==> src/rtl/mru_pkg.sv <==
package mru_pkg;
    localparam int NPORTS = 5;

    typedef enum int {
        P_W = 0,
        P_E = 1,
        P_S = 2,
        P_N = 3,
        P_L = 4
    } port_idx_e;

    typedef struct packed {
        logic xneg;
        logic xpos;
        logic yneg;
        logic ypos;
    } dir_t;

    typedef struct packed {
        logic              busy;
        logic              last;
        logic [NPORTS-1:0] port;
    } state_t;
endpackage

==> src/rtl/mru_offset.sv <==
module mru_offset
    import mru_pkg::*;
#(
    parameter int COORD_W = 4
) (
    input  logic [COORD_W-1:0] dest_x,
    input  logic [COORD_W-1:0] dest_y,
    input  logic [COORD_W-1:0] cur_x,
    input  logic [COORD_W-1:0] cur_y,
    output dir_t               dir
);
    localparam int OFF_W = COORD_W + 1;

    logic signed [OFF_W-1:0] dx;
    logic signed [OFF_W-1:0] dy;

    always_comb begin
        dx = $signed({1'b0, dest_x}) - $signed({1'b0, cur_x});
        dy = $signed({1'b0, dest_y}) - $signed({1'b0, cur_y});
        dir.xneg = dx[OFF_W-1];
        dir.xpos = !dx[OFF_W-1] && (dx != '0);
        dir.yneg = dy[OFF_W-1];
        dir.ypos = !dy[OFF_W-1] && (dy != '0);
    end
endmodule

==> src/rtl/mru_xy.sv <==
module mru_xy
    import mru_pkg::*;
(
    input  dir_t              dir,
    output logic [NPORTS-1:0] req
);
    always_comb begin
        req = '0;
        if (dir.xneg)      req[P_W] = 1'b1;
        else if (dir.xpos) req[P_E] = 1'b1;
        else if (dir.yneg) req[P_S] = 1'b1;
        else if (dir.ypos) req[P_N] = 1'b1;
        else               req[P_L] = 1'b1;
    end
endmodule

==> src/rtl/mru_westfirst.sv <==
module mru_westfirst
    import mru_pkg::*;
(
    input  dir_t              dir,
    input  logic              cong_e,
    input  logic              cong_s,
    input  logic              cong_n,
    output logic [NPORTS-1:0] req
);
    logic y_any;
    logic y_cong;
    logic take_y;

    always_comb begin
        y_any  = dir.yneg || dir.ypos;
        y_cong = dir.ypos ? cong_n : cong_s;
        // Y wins only when east is busy and the Y port is free
        take_y = cong_e && !y_cong;
        req    = '0;
        if (dir.xneg) begin
            req[P_W] = 1'b1;
        end else if (dir.xpos && y_any) begin
            if (take_y) begin
                req[P_N] = dir.ypos;
                req[P_S] = dir.yneg;
            end else begin
                req[P_E] = 1'b1;
            end
        end else if (dir.xpos) begin
            req[P_E] = 1'b1;
        end else if (dir.yneg) begin
            req[P_S] = 1'b1;
        end else if (dir.ypos) begin
            req[P_N] = 1'b1;
        end else begin
            req[P_L] = 1'b1;
        end
    end
endmodule

==> src/rtl/mesh_route_unit.sv <==
module mesh_route_unit
    import mru_pkg::*;
#(
    parameter int COORD_W = 4
) (
    input  logic               clk,
    input  logic               rst_n,
    input  logic               flit_valid,
    input  logic               flit_head,
    input  logic               flit_tail,
    input  logic [COORD_W-1:0] dest_x,
    input  logic [COORD_W-1:0] dest_y,
    input  logic [COORD_W-1:0] cur_x,
    input  logic [COORD_W-1:0] cur_y,
    input  logic               mode,
    input  logic               cong_east,
    input  logic               cong_south,
    input  logic               cong_north,
    output logic               route_valid,
    output logic [4:0]         port_req
);
    dir_t              dir;
    logic [NPORTS-1:0] xy_req;
    logic [NPORTS-1:0] wf_req;
    state_t            st_d, st_q;
    logic              accept;

    mru_offset #(.COORD_W(COORD_W)) off_i (
        .dest_x(dest_x), .dest_y(dest_y),
        .cur_x (cur_x),  .cur_y (cur_y),
        .dir   (dir)
    );

    mru_xy xy_i (.dir(dir), .req(xy_req));

    mru_westfirst wf_i (
        .dir   (dir),
        .cong_e(cong_east),
        .cong_s(cong_south),
        .cong_n(cong_north),
        .req   (wf_req)
    );

    always_comb begin
        st_d   = st_q;
        accept = flit_valid && flit_head && (!st_q.busy || st_q.last);
        if (accept) begin
            st_d.busy = 1'b1;
            st_d.last = flit_tail;
            st_d.port = mode ? wf_req : xy_req;
        end else if (st_q.busy && st_q.last) begin
            st_d = '0;
        end else if (st_q.busy && flit_valid && flit_tail) begin
            st_d.last = 1'b1;
        end
    end

    always_ff @(posedge clk or negedge rst_n) begin
        if (!rst_n) st_q <= '0;
        else        st_q <= st_d;
    end

    assign route_valid = st_q.busy;
    assign port_req    = st_q.port;
endmodule

==> config.mk <==
export PLATFORM = sky130hd
export DESIGN_NAME = mesh_route_unit
export DESIGN_NICKNAME = d
export VERILOG_FILES = /design/src/rtl/mru_pkg.sv /design/src/rtl/mru_offset.sv /design/src/rtl/mru_xy.sv /design/src/rtl/mru_westfirst.sv /design/src/rtl/mesh_route_unit.sv
export SDC_FILE = /design/constraint.sdc
export NUM_CORES = 1
export LEC_CHECK = 0
export BUFFER_PORTS_ARGS = -buffer_cell sky130_fd_sc_hd__buf_4
export CORE_MARGIN = 1
export CORE_UTILIZATION = 31
export CTS_CLUSTER_DIAMETER = 150
export CTS_CLUSTER_SIZE = 20
export DETAILED_ROUTE_END_ITERATION = 8
export PLACE_DENSITY_LB_ADDON = 0.3
export SKIP_LAST_GASP = 1
export SYNTH_ARGS = -nofsm -noshare
export SYNTH_HDL_FRONTEND = slang
export SYNTH_SLANG_ARGS = --single-unit
==> constraint.sdc <==
create_clock -name clk -period 1.35 [get_ports clk]
set_input_delay 0.405 -clock clk [delete_from_list [all_inputs] [get_ports clk]]
set_output_delay 0.405 -clock clk [all_outputs]
set_load 0.005 [all_outputs]
==> results of run 1 <==
[worst max-delay path, delay by kind of cell]
| family | cells | cell delay (ns) |
|---|---|---|
| buffers and inverters | 3 | 0.18 |
| AO/OA/AOI/OAI | 3 | 0.61 |
| adder cells (fa/ha/maj) | 2 | 0.57 |
| AND/OR/NAND/NOR | 2 | 0.89 |
[registers in the layout, indices dropped and copies added, names as in the netlist]
signal and count:
port_req 5, st_q 1, route_valid 1
[cells in the final DEF, fill, tap and decap left out, types with 2 or more instances in the layout]
master and count:
buf_4 42, inv_1 7, a21o_1 4, nor2b_1 3, ha_4 2, a21oi_1 2
inv_12 2, buf_8 2, a32o_1 3, dfrtp_1 7, inv_2 2, nand2_1 7
ha_1 6, nor2_1 2, and3b_1 2, clkbuf_4 3
[layer usage]
layer  global-route usage [%]  wire [µm]  share of wire (%)  vias to the layer above
li1                         -          -                  -                      377
met1                    15.79        690                 40                      341
met2                    27.92        925                 53                       23
met3                    2.632         79                4.5                        6
met4                    5.856         48                2.8                        0
met5                        0          0                  0                        -
[cell type report]
class                      count  share of cell area (%)
tap                           28                   2.866
sequential                     7                   14.33
clock buffer                   4                   2.149
inverter                      11                   5.425
multi-input combinational     58                   45.24
timing repair buffer          46                   29.99
[cells in the mapped netlist (2+ instances only)]
cell      number
nand2b_1       2
dfrtp_1        7
nand2_1        7
nor2b_1        3
ha_1           8
a21oi_1        2
nor2_1         2
a21o_1         4
inv_1         11
buf_4          5
a32o_1         3
and3b_1        2
fa_1           2
[timing repair]
action | in CTS | in global routing
setup buffers | 0 | 1
resized for setup | 4 | 3
setup endpoints to repair | 5 | 5
pin swaps | 3 | 4
hold buffers | 1 | 0
hold endpoints to repair | 7 | 0
gates cloned | 0 | 0
[metrics by stage]
stage	TNS [ns]	setup WS [ns]	cell area (µm²)	power (mW)
finish	-4.568	-1.175	1222	0.8868
global route	-4.882	-1.259	1222	0.9542
CTS	-4.590	-1.174	1211	0.8896
detailed placement	-6.062	-1.511	1149	0.6851
global placement	-5.711	-1.420	1149	0.6695
floorplan	-4.534	-1.221	813.3	0.4997
[logic make-up after synthesis]
logic type | Yosys count | synth area share (%)
simple gates | 25 | 20.07
compound gates | 20 | 24.51
buf+inv | 16 | 10.36
fa+ha+maj | 10 | 18.42
flops | 7 | 23.03
xor+xnor | 2 | 2.303
mux | 1 | 1.316
[final timing paths]
path                                      endpoint  slack [ns]  cells past startpoint
max                        port_req[3]$_DFFE_PN0P_       -1.18                     10
min                            st_q[5]$_DFFE_PN0P_        0.43                      3
max reg2reg                port_req[4]$_DFFE_PN0P_       -0.20                      5
min reg2reg                port_req[2]$_DFFE_PN0P_        0.49                      1
max in group asynchronous  port_req[4]$_DFFE_PN0P_        0.72                      2
min in group asynchronous      st_q[5]$_DFFE_PN0P_        0.51                      2
[power breakdown]
| group | switching (mW) | total, mW | internal, mW |
|---|---|---|---|
| Sequential | 0.0178 | 0.262 | 0.244 |
| Clock | 0.0754 | 0.188 | 0.113 |
| Combinational | 0.182 | 0.437 | 0.255 |
| Total | 0.275 | 0.887 | 0.612 |
==> metrics.md, run 1 <==
| Metric | Value |
|---|---|
| Die area | `2656 µm²` |
| RR Startpoint | `route_valid$_DFFE_PN0P_` |
| CTS max path bufs | `2` |
| Core Area | `2255 µm²` |
| Final Hold Vio Count | `0` |
| Crit path largest cell delay | `0.52 ns` |
| VDD IR max | `0.5437 mV` |
| Post-layout util | `54.22%` |
| Violated checks | `negative setup slack` |
| Cell variety after synth | `36` |
| Worst path arrival time | `2.66 ns` |
| Die width | `51.54 µm` |
| Worst endpoint required time | `1.48 ns` |
| Port bufs | `30` |
| Wire per inst | `11.32 µm` |
| Site Rows | `17` |
| Overflow after GRT | `0` |
| Post-layout min period | `2.525 ns` |
| H-tree Lvls | `1` |
| Max frequency | `0.3960 GHz` |
| Overall routed net length | `1743 µm` |
| DRT iter0 DRCs | `10` |
| Area grow syn2layout | `60.69%` |
| Ys Warns | `0` |
| Cells after Synth | `81` |
| Clock-pin slew on the worst setup and hold paths | `0.05 ns` |
| CP Class | `in -> reg` |
| CP max FO | `3` |
| Worst hold path class | `in -> reg` |
| Endpoint kind of the worst setup timing path | `register` |
| FF+latch count, synth | `7` |
| Max-cap violations | `0` |
| Multi-input gate area | `553.0 µm²` |
| Setup crit start kind | `input pin` |
| Final Max Slew Viols | `0` |
| Routed Antenna Nets | `0` |
| HPWL Detailed | `1459 µm` |
| Vias/cell | `4.851` |
| Worst-skew pair later-pin latency | `0.25 ns` |
| Final Cycle Share | `187.0%` |
| Final setup violation count | `5` |
| Initial Util | `33.74%` |
| Pwr dens | `725.4 nW/µm²` |
| CTS root buf | `clkbuf_4` |
| GPL Wtd Cong | `0.8212` |
| Drt drc | `0` |
| Die Ht | `51.54 µm` |
| Clk sinks | `7` |
| Number of synthesized flops with an enable pin | `0` |
| Top cells by area, synth | `dfrtp_1, ha_1, inv_1` |
| Yosys top cell by area | `dfrtp_1` |
| Share of synthesized registers carrying an async set or reset | `100.0%` |
| Layout cells sized above 1 | `50.00%` |
| Syn_nets | `116` |
| CTS tree | `done` |
| All-Layer GR Usage | `14.70%` |
| Sequential fraction of the synthesis area | `23.03%` |
| Slew margin rel. | `72.63%` |
| Crit-path slowest cell | `or4b_4` |
| Nets | `162` |
| Sequential cell area | `175.2 µm²` |
| ANT cells | `0` |
| Vias in the first global route | `773` |
| Largest net degree at the start of global routing | `8` |
| Top-area cell type share of the netlist area | `23.03%` |
| Slew @ Worst Pin | `0.4081 ns` |
| Mapped cell area | `760.7 µm²` |
| Clk_skew | `0.001321 ns` |
| Worst-path cell chain | `buf_8 -> inv_12 -> ha_4 -> inv_2 -> fa_1 -> or3b_1 -> or4b_4 -> a41oi_4 -> o2111ai_2 -> a32o_1` |
| Syn Area/Cell | `9.392 µm²` |
| Cell Count, Final, Fillers Out | `154` |
| Hold_sp | `flit_tail` |
| RSZ-0062 raised after global routing | `yes` |
| Ports | `31` |
| CP startpoint | `dest_y[0]` |
| Static leakage | `0.6251 nW` |
| Vias | `747` |
| Final worst setup slack | `-1.175 ns` |
| Fillcell total | `206` |
| Hold WS | `0.4261 ns` |
| CTS Buf Count | `3` |
| Placed insts | `149` |
| Ys flop type | `dfrtp_1` |
| Initial antenna violation count | `0` |
| Initial DRT Pass Iterations | `4` |
| First-pass GRT wire length | `2918 µm` |
| Status | `finished, violations left` |
Power figures use the tool's default switching activity.
==> run 2, diff against run 1 <==
--- a/config.mk
+++ b/config.mk
@@ -15,4 +15,5 @@
 export SKIP_LAST_GASP = 1
 export SYNTH_ARGS = -nofsm -noshare
 export SYNTH_HDL_FRONTEND = slang
+export SYNTH_HIERARCHICAL = 1
 export SYNTH_SLANG_ARGS = --single-unit
==> metrics.md, run 2 <==
| Metric | Value |
|---|---|
| Worst hold path class | `in -> reg` |
| Max-cap violations | `0 (unchanged)` |
| FF+latch count, synth | `7 (unchanged)` |
| Max reg flops | `5 (unchanged)` |
| CTS Buf Count | `3 (unchanged)` |
| Commonest non-fill, non-tap cells in the layout | `buf_4, inv_1, dfrtp_1` |
| CTS max path bufs | `2 (unchanged)` |
| Placed inst area | `1205 µm² (+4.9%)` |
| Site Rows | `18 (+1)` |
| Violated checks | `negative setup slack` |
| Largest net degree at the start of global routing | `10 (+2)` |
| Syn Area/Cell | `9.420 µm² (+0.30%)` |
| Vias/cell | `4.917 (+1.4%)` |
| Layout cells sized above 1 | `59.84% (+9.8 points)` |
| Finished Cell Area | `1389 µm² (+14%)` |
| Area grow syn2layout | `69.47%` |
| Final Hold Vio Count | `0 (unchanged)` |
| Setup TNS | `-3.175 ns (+1.393 ns)` |
| RSZ-0062 raised after global routing | `yes` |
| Mux share of post-synthesis cell area | `7.481% (+6.2 points)` |
| Initial antenna violation count | `0 (unchanged)` |
| Yosys top cell by area | `dfrtp_1` |
| Top-count cell post-synth | `inv_1` |
| Die Ht | `53.42 µm (+3.6%)` |
| Worst path arrival time | `2.22 ns (-0.44 ns)` |
| H-tree Lvls | `1 (unchanged)` |
| Pwr dens | `746.0 nW/µm² (+2.8%)` |
| Die width | `53.42 µm (+3.6%)` |
| Cells after Synth | `87 (+7.4%)` |
| Endpoint kind of the worst setup timing path | `register` |
| Commonest non-fill, non-tap cell in the layout | `buf_4` |
| Ys Warns | `6 (+6)` |
| Syn_nets | `122 (+5.2%)` |
| Compound-Gate Fraction of Synth Area | `15.88% (-8.6 points)` |
| Hold WS | `0.4173 ns (-0.008743 ns)` |
| Top cells by area, synth | `dfrtp_1, ha_1, buf_4` |
| Hold_sp | `flit_head` |
| RR Startpoint | `st_q[5]$_DFFE_PN0P_` |
| Sequential fraction of the synthesis area | `21.37% (-1.7 points)` |
| Clock-pin slew on the worst setup and hold paths | `0.05 ns (about the same)` |
| Vias | `772 (+3.3%)` |
| R2R Setup Slk | `0.38 ns (+0.58 ns)` |
| Cell variety after synth | `33 (-8.3%)` |
| Crit-path slowest cell | `fa_2` |
| CTS tree | `done` |
| VDD IR max | `0.6952 mV (+28%)` |
| HPWL Detailed | `1451 µm (-0.57%)` |
| Wire per inst | `11.78 µm (+4.1%)` |
| Slew margin rel. | `80.18% (+7.6 points)` |
| Static leakage | `0.6398 nW (+2.4%)` |
| Vias in the first global route | `680 (-12%)` |
| All-Layer GR Usage | `11.96% (-2.7 points)` |
| Post-layout min period | `2.063 ns (-0.4618 ns)` |
| Ys flop type | `dfrtp_1` |
| Max frequency | `0.4847 GHz (+22%)` |
| Initial DRT Pass Iterations | `2 (-2)` |
| Ports | `31 (unchanged)` |
| Pre-CTS WS | `-1.069 ns (+0.4417 ns)` |
| Cell family with most CP delay | `simple AND/OR/NAND/NOR gates` |
| Final Cycle Share | `152.8% (-34 points)` |
| Critical path buffers and inverters | `3 (unchanged)` |
| Core Area | `2477 µm² (+9.9%)` |
| CTS root buf | `clkbuf_4` |
| Overflow after GRT | `0 (unchanged)` |
| Top-area cell type share of the netlist area | `21.37% (-1.7 points)` |
| DRT iter0 DRCs | `3 (-7)` |
| Largest family of logic cells by synthesized area | `simple AND/OR/NAND/NOR gates` |
| CP max FO | `5 (+2)` |
| Final setup violation count | `5 (unchanged)` |
| Reg2Reg Depth | `3 (-2)` |
| First-pass GRT wire length | `2566 µm (-12%)` |
| Clk sinks | `7 (unchanged)` |
| Drt drc | `0 (unchanged)` |
| Nets | `163 (+0.62%)` |
| Setup crit start kind | `input pin` |
| Hold path endpoint | `route_valid$_DFFE_PN0P_` |
| Worst-path cell chain | `buf_8 -> inv_12 -> ha_4 -> inv_2 -> fa_2 -> xor2_2 -> nor3b_2 -> a21oi_4 -> or2_4 -> a21oi_2 -> mux2i_1 -> o2bb2ai_1` |
| Synthesized-area fraction occupied by and/or/nand/nor cells | `21.83% (+1.8 points)` |
| CP startpoint | `dest_x[0]` |
| Commonest cells in the synthesized netlist | `inv_1, ha_1, buf_4, dfrtp_1, a21oi_1` |
| Slew @ Worst Pin | `0.2958 ns (-0.1123 ns)` |
| Worst-skew pair later-pin latency | `0.24 ns (about the same)` |
| CP Class | `in -> reg` |
| FF-to-FF End | `port_req[4]$_DFFE_PN0P_` |
| Post-Synth Adder-Cell Area | `17.10% (-1.3 points)` |
| Mapped cell area | `819.5 µm² (+7.7%)` |
| Share of synthesized registers carrying an async set or reset | `100.0% (unchanged)` |
| Number of synthesized flops with an enable pin | `0 (unchanged)` |
| Final worst setup slack | `-0.7133 ns (+0.4618 ns)` |
| Initial Util | `33.08% (-0.66 points)` |
| Worst endpoint required time | `1.51 ns (+0.03 ns)` |
| Final Max Slew Viols | `0 (unchanged)` |
| Overall routed net length | `1850 µm (+6.1%)` |
| Status | `finished, violations left` |
| Port bufs | `30 (unchanged)` |
| ANT cells | `0 (unchanged)` |
| Routed Antenna Nets | `0 (unchanged)` |
| Xor and xnor fraction of the mapped netlist area | `4.275% (+2.0 points)` |
| Hold depth | `3 (unchanged)` |
| GPL Wtd Cong | `0.7449 (-9.3%)` |
| Crit path largest cell delay | `0.35 ns (-0.17 ns)` |
| Clk_skew | `0.004671 ns (+0.003350 ns)` |
| Die area | `2853 µm² (+7.4%)` |
run 2: how the worst max path moves through the flow:
stage | slack, ns | endpoint | cells past startpoint
after detailed placement | -1.07 | port_req[1]$_DFFE_PN0P_ | 12
after floorplan | -0.82 | port_req[3]$_DFFE_PN0P_ | 11
after global routing | -0.78 | port_req[4]$_DFFE_PN0P_ | 12
after global placement | -1.04 | port_req[1]$_DFFE_PN0P_ | 12
final | -0.71 | port_req[3]$_DFFE_PN0P_ | 12
after CTS | -0.75 | port_req[1]$_DFFE_PN0P_ | 12
run 2: area by class of cell:
cell class	count	area, µm²
repair buffers	43	344.1
fillers	223	1089
inverters	11	66.31
multi-input cells	62	739.5
well taps	30	37.54
clock buffers	4	26.28
flip-flops and latches	7	175.2
run 2: stage by stage:
step / util (%) / std cells / total power [mW]
2_1_floorplan: - / 87 / 0.6102
3_3_place_gp: 48.64 / 146 / 0.7447
3_5_place_dp: 48.64 / 146 / 0.7584
4_1_cts: 51.16 / 153 / 0.9576
5_1_grt: 56.06 / 157 / 1.109
6_report: 56.06 / 157 / 1.036
run 2: repair_timing:
action | CTS | global route
pin swaps | 8 | 16
hold buffers | 1 | 0
endpoints found under the hold margin | 7 | 0
gates cloned | 0 | 1
setup endpoints to repair | 5 | 5
setup buffers | 2 | 3
resized for setup | 3 | 12
run 2: where the power goes:
group          internal [mW]  switching, mW
registers              0.246         0.0248
clock network          0.112         0.0696
logic                  0.320          0.263
run 2: cells by family (layout without fill, tap and decap cells):
logic type               after synthesis  in the layout
buffers and inverters                 19             58
multiplexers                           6              6
AO/OA/AOI/OAI                         18             19
adder cells (fa/ha/maj)               10             10
flip-flops                             7              7
AND/OR/NAND/NOR                       23             23
XOR/XNOR                               4              4
run 2: layer usage:
metal	share of wire (%)	vias to the layer above	routed length (µm)	track usage [%]
li1	-	383	-	-
met1	41	374	766	13.72
met5	0	-	0	0
met3	4.5	0	83	2.874
met4	0	0	0	0
met2	54	15	999	23.13
run 2: worst reg2reg max path: cells and delay by family, from the launching register on:
family	cells	cell delay [ns]
flops	1	0.37
simple gates	2	0.38
compound gates	1	0.10
==> run 3, diff against run 2 <==
--- a/config.mk
+++ b/config.mk
@@ -6,12 +6,13 @@
 export NUM_CORES = 1
 export LEC_CHECK = 0
 export BUFFER_PORTS_ARGS = -buffer_cell sky130_fd_sc_hd__buf_4
-export CORE_MARGIN = 1
+export CORE_MARGIN = 2
 export CORE_UTILIZATION = 31
 export CTS_CLUSTER_DIAMETER = 150
 export CTS_CLUSTER_SIZE = 20
 export DETAILED_ROUTE_END_ITERATION = 8
 export PLACE_DENSITY_LB_ADDON = 0.3
+export RECOVER_POWER = 25
 export SKIP_LAST_GASP = 1
 export SYNTH_ARGS = -nofsm -noshare
 export SYNTH_HDL_FRONTEND = slang
==> metrics.md, run 3 (synthesis results as in run 2) <==
| Metric | Value |
|---|---|
| Final Hold Vio Count | `0 (unchanged)` |
| Wire per inst | `11.77 µm (about the same)` |
| Max reg flops | `5 (unchanged)` |
| Slew @ Worst Pin | `0.3574 ns (+0.06161 ns)` |
| Port bufs | `30 (unchanged)` |
| Power Total | `1.017 mW (-1.8%)` |
| Crit-path slowest cell | `ha_1` |
| Commonest non-fill, non-tap cells in the layout | `buf_4, inv_1, dfrtp_1` |
| First-pass GRT wire length | `3153 µm (+23%)` |
| Fillcell total | `226 (+1.3%)` |
| Die Ht | `55.42 µm (+3.7%)` |
| Initial Util | `32.78% (-0.30 points)` |
| Clock-pin slew on the worst setup and hold paths | `0.05 ns (about the same)` |
| GPL Wtd Cong | `0.7820 (+5.0%)` |
| Commonest non-fill, non-tap cell in the layout | `buf_4` |
| Pre-CTS WS | `-1.098 ns (-0.02851 ns)` |
| Cell family with most CP delay | `compound AO/OA/AOI/OAI gates` |
| Overflow after GRT | `0 (unchanged)` |
| Worst endpoint required time | `1.53 ns (+0.02 ns)` |
| Routed Antenna Nets | `0 (unchanged)` |
| Worst-skew pair later-pin latency | `0.25 ns (about the same)` |
| ANT cells | `0 (unchanged)` |
| CP Class | `in -> reg` |
| Ports | `31 (unchanged)` |
| Met3 Use GR | `3.513% (+0.64 points)` |
| Endpoint kind of the worst setup timing path | `register` |
| Placed insts | `149 (+2.1%)` |
| Critical path buffers and inverters | `1 (-2)` |
| Worst hold path class | `in -> reg` |
| Met2 GRT Util | `21.60% (-1.5 points)` |
| Final worst setup slack | `-0.7471 ns (-0.03379 ns)` |
| Clk_skew | `0.002048 ns (-0.002623 ns)` |
| Worst path arrival time | `2.27 ns (+0.05 ns)` |
| Layout cells sized above 1 | `57.36% (-2.5 points)` |
| HPWL Detailed | `1471 µm (+1.4%)` |
| CTS Buf Count | `3 (unchanged)` |
| Hold WS | `0.4251 ns (+0.007795 ns)` |
| Multi-input gate area | `673.1 µm² (-9.0%)` |
| Core Area | `2500 µm² (+0.91%)` |
| Post-layout min period | `2.097 ns (+0.03379 ns)` |
| CTS root buf | `clkbuf_4` |
| Sequential fraction of design power | `26.6% (+0.5 points)` |
| Max-cap violations | `0 (unchanged)` |
| Violated checks | `negative setup slack` |
| Final Cycle Share | `155.3% (+2.5 points)` |
| Site Rows | `18 (unchanged)` |
| Status | `finished, violations left` |
| Clock power share | `18.4% (+0.8 points)` |
| Drt drc | `0 (unchanged)` |
| Clk sinks | `7 (unchanged)` |
| Sequential cell area | `175.2 µm² (unchanged)` |
| Die area | `3071 µm² (+7.6%)` |
| Switch share | `33.40% (-1.1 points)` |
| Placed inst area | `1227 µm² (+1.9%)` |
| Vias | `767 (-0.65%)` |
| Top Usage Layer GRT | `met2` |
| CTS max path bufs | `2 (unchanged)` |
| Initial DRT Pass Iterations | `4 (+2)` |
| VDD IR max | `0.6327 mV (-9.0%)` |
| Gate power share | `55.0% (-1.4 points)` |
| Crit path largest cell delay | `0.30 ns (-0.05 ns)` |
| Vias in the first global route | `755 (+11%)` |
| Grt met1 use | `14.92% (+1.2 points)` |
| Overall routed net length | `1872 µm (+1.2%)` |
| All-Layer GR Usage | `12.55% (+0.60 points)` |
| Nets | `165 (+1.2%)` |
| Worst-path cell chain | `buf_4 -> ha_1 -> a21o_1 -> a31oi_1 -> xor2_1 -> a21oi_4 -> and4bb_1 -> nor4b_2 -> mux2i_1 -> o2bb2ai_1` |
| Initial antenna violation count | `0 (unchanged)` |
| Setup crit start kind | `input pin` |
| Slew margin rel. | `76.17% (-4.0 points)` |
| H-tree Lvls | `1 (unchanged)` |
| Area grow syn2layout | `64.58%` |
| Final Max Slew Viols | `0 (unchanged)` |
| Max frequency | `0.4769 GHz (-1.6%)` |
| Cell Count, Final, Fillers Out | `159 (+1.3%)` |
| Pwr dens | `754.0 nW/µm² (+1.1%)` |
| Largest net degree at the start of global routing | `10 (unchanged)` |
| Finished Cell Area | `1349 µm² (-2.9%)` |
| Pint | `0.6773 mW (-0.14%)` |
| DRT iter0 DRCs | `10 (+7)` |
| Static leakage | `0.6387 nW (-0.16%)` |
| CP max FO | `6 (+1)` |
| CTS tree | `done` |
| Net Switching | `0.3396 mW (-5.1%)` |
| Final setup violation count | `5 (unchanged)` |
| Vias/cell | `4.824 (-1.9%)` |
| Die width | `55.42 µm (+3.7%)` |
| RSZ-0062 raised after global routing | `yes` |
## run 3: cell count changes in the layout (fill, tap and decap cells not counted), sizes merged
cell / before / now
buf: 42 / 44
a21oi: 7 / 6
clkbuf: 4 / 5
## run 3: area by class of cell
| type | count | area share [%] |
|---|---|---|
| multi-input combinational | 61 | 49.91 |
| timing repair buffer | 46 | 27.46 |
| sequential | 7 | 12.99 |
| inverter | 11 | 4.917 |
| tap | 30 | 2.783 |
| clock buffer | 4 | 1.948 |
## run 3: repair_timing
action,in CTS,in global routing
setup endpoints to repair,5,5
hold buffers,1,0
gates resized for setup,7,4
pin swaps,9,13
buffers inserted,3,2
endpoints found under the hold margin,7,0
## run 3: layer usage
layer  vias up  wire length, µm  part of all wire [%]
met5         -                0                     0
met4         0               21                   1.1
met3         4              114                   6.1
met2        25              966                    52
met1       348              770                    41
li1        390                -                     -
## run 3: worst register-to-register path, stage by stage, from the launching register on
cell	delay, ns
dfrtp_1	0.42
nand2b_2	0.11
nand3_1	0.17
o2bb2ai_1	0.20
## run 3: through the flow
step           util, %  setup TNS (ns)
2_1_floorplan        -          -3.674
5_1_grt          53.95          -3.748
3_5_place_dp     49.10          -4.821
6_report         53.95          -3.197
3_3_place_gp     49.10          -4.577
4_1_cts          52.55          -3.276
## run 3: final timing paths
check	depth (start not counted)	start	to	slack [ns]
min in group asynchronous	2	rst_n	port_req[0]$_DFFE_PN0P_	0.57
worst min-delay path	3	flit_head	route_valid$_DFFE_PN0P_	0.43
max in group asynchronous	2	rst_n	port_req[3]$_DFFE_PN0P_	0.52
worst max register to register	3	route_valid$_DFFE_PN0P_	port_req[4]$_DFFE_PN0P_	0.37
worst max-delay path	10	dest_y[2]	port_req[1]$_DFFE_PN0P_	-0.75
worst min register to register	1	port_req[3]$_DFFE_PN0P_	port_req[3]$_DFFE_PN0P_	0.49
## run 3: power groups by stage
stage	registers (mW)	clock network (mW)	logic, mW
2_1_floorplan	0.268	0	0.342
3_3_place_gp	0.272	0	0.494
3_5_place_dp	0.273	0	0.505
4_1_cts	0.270	0.200	0.537
5_1_grt	0.274	0.206	0.612
6_report	0.270	0.187	0.560
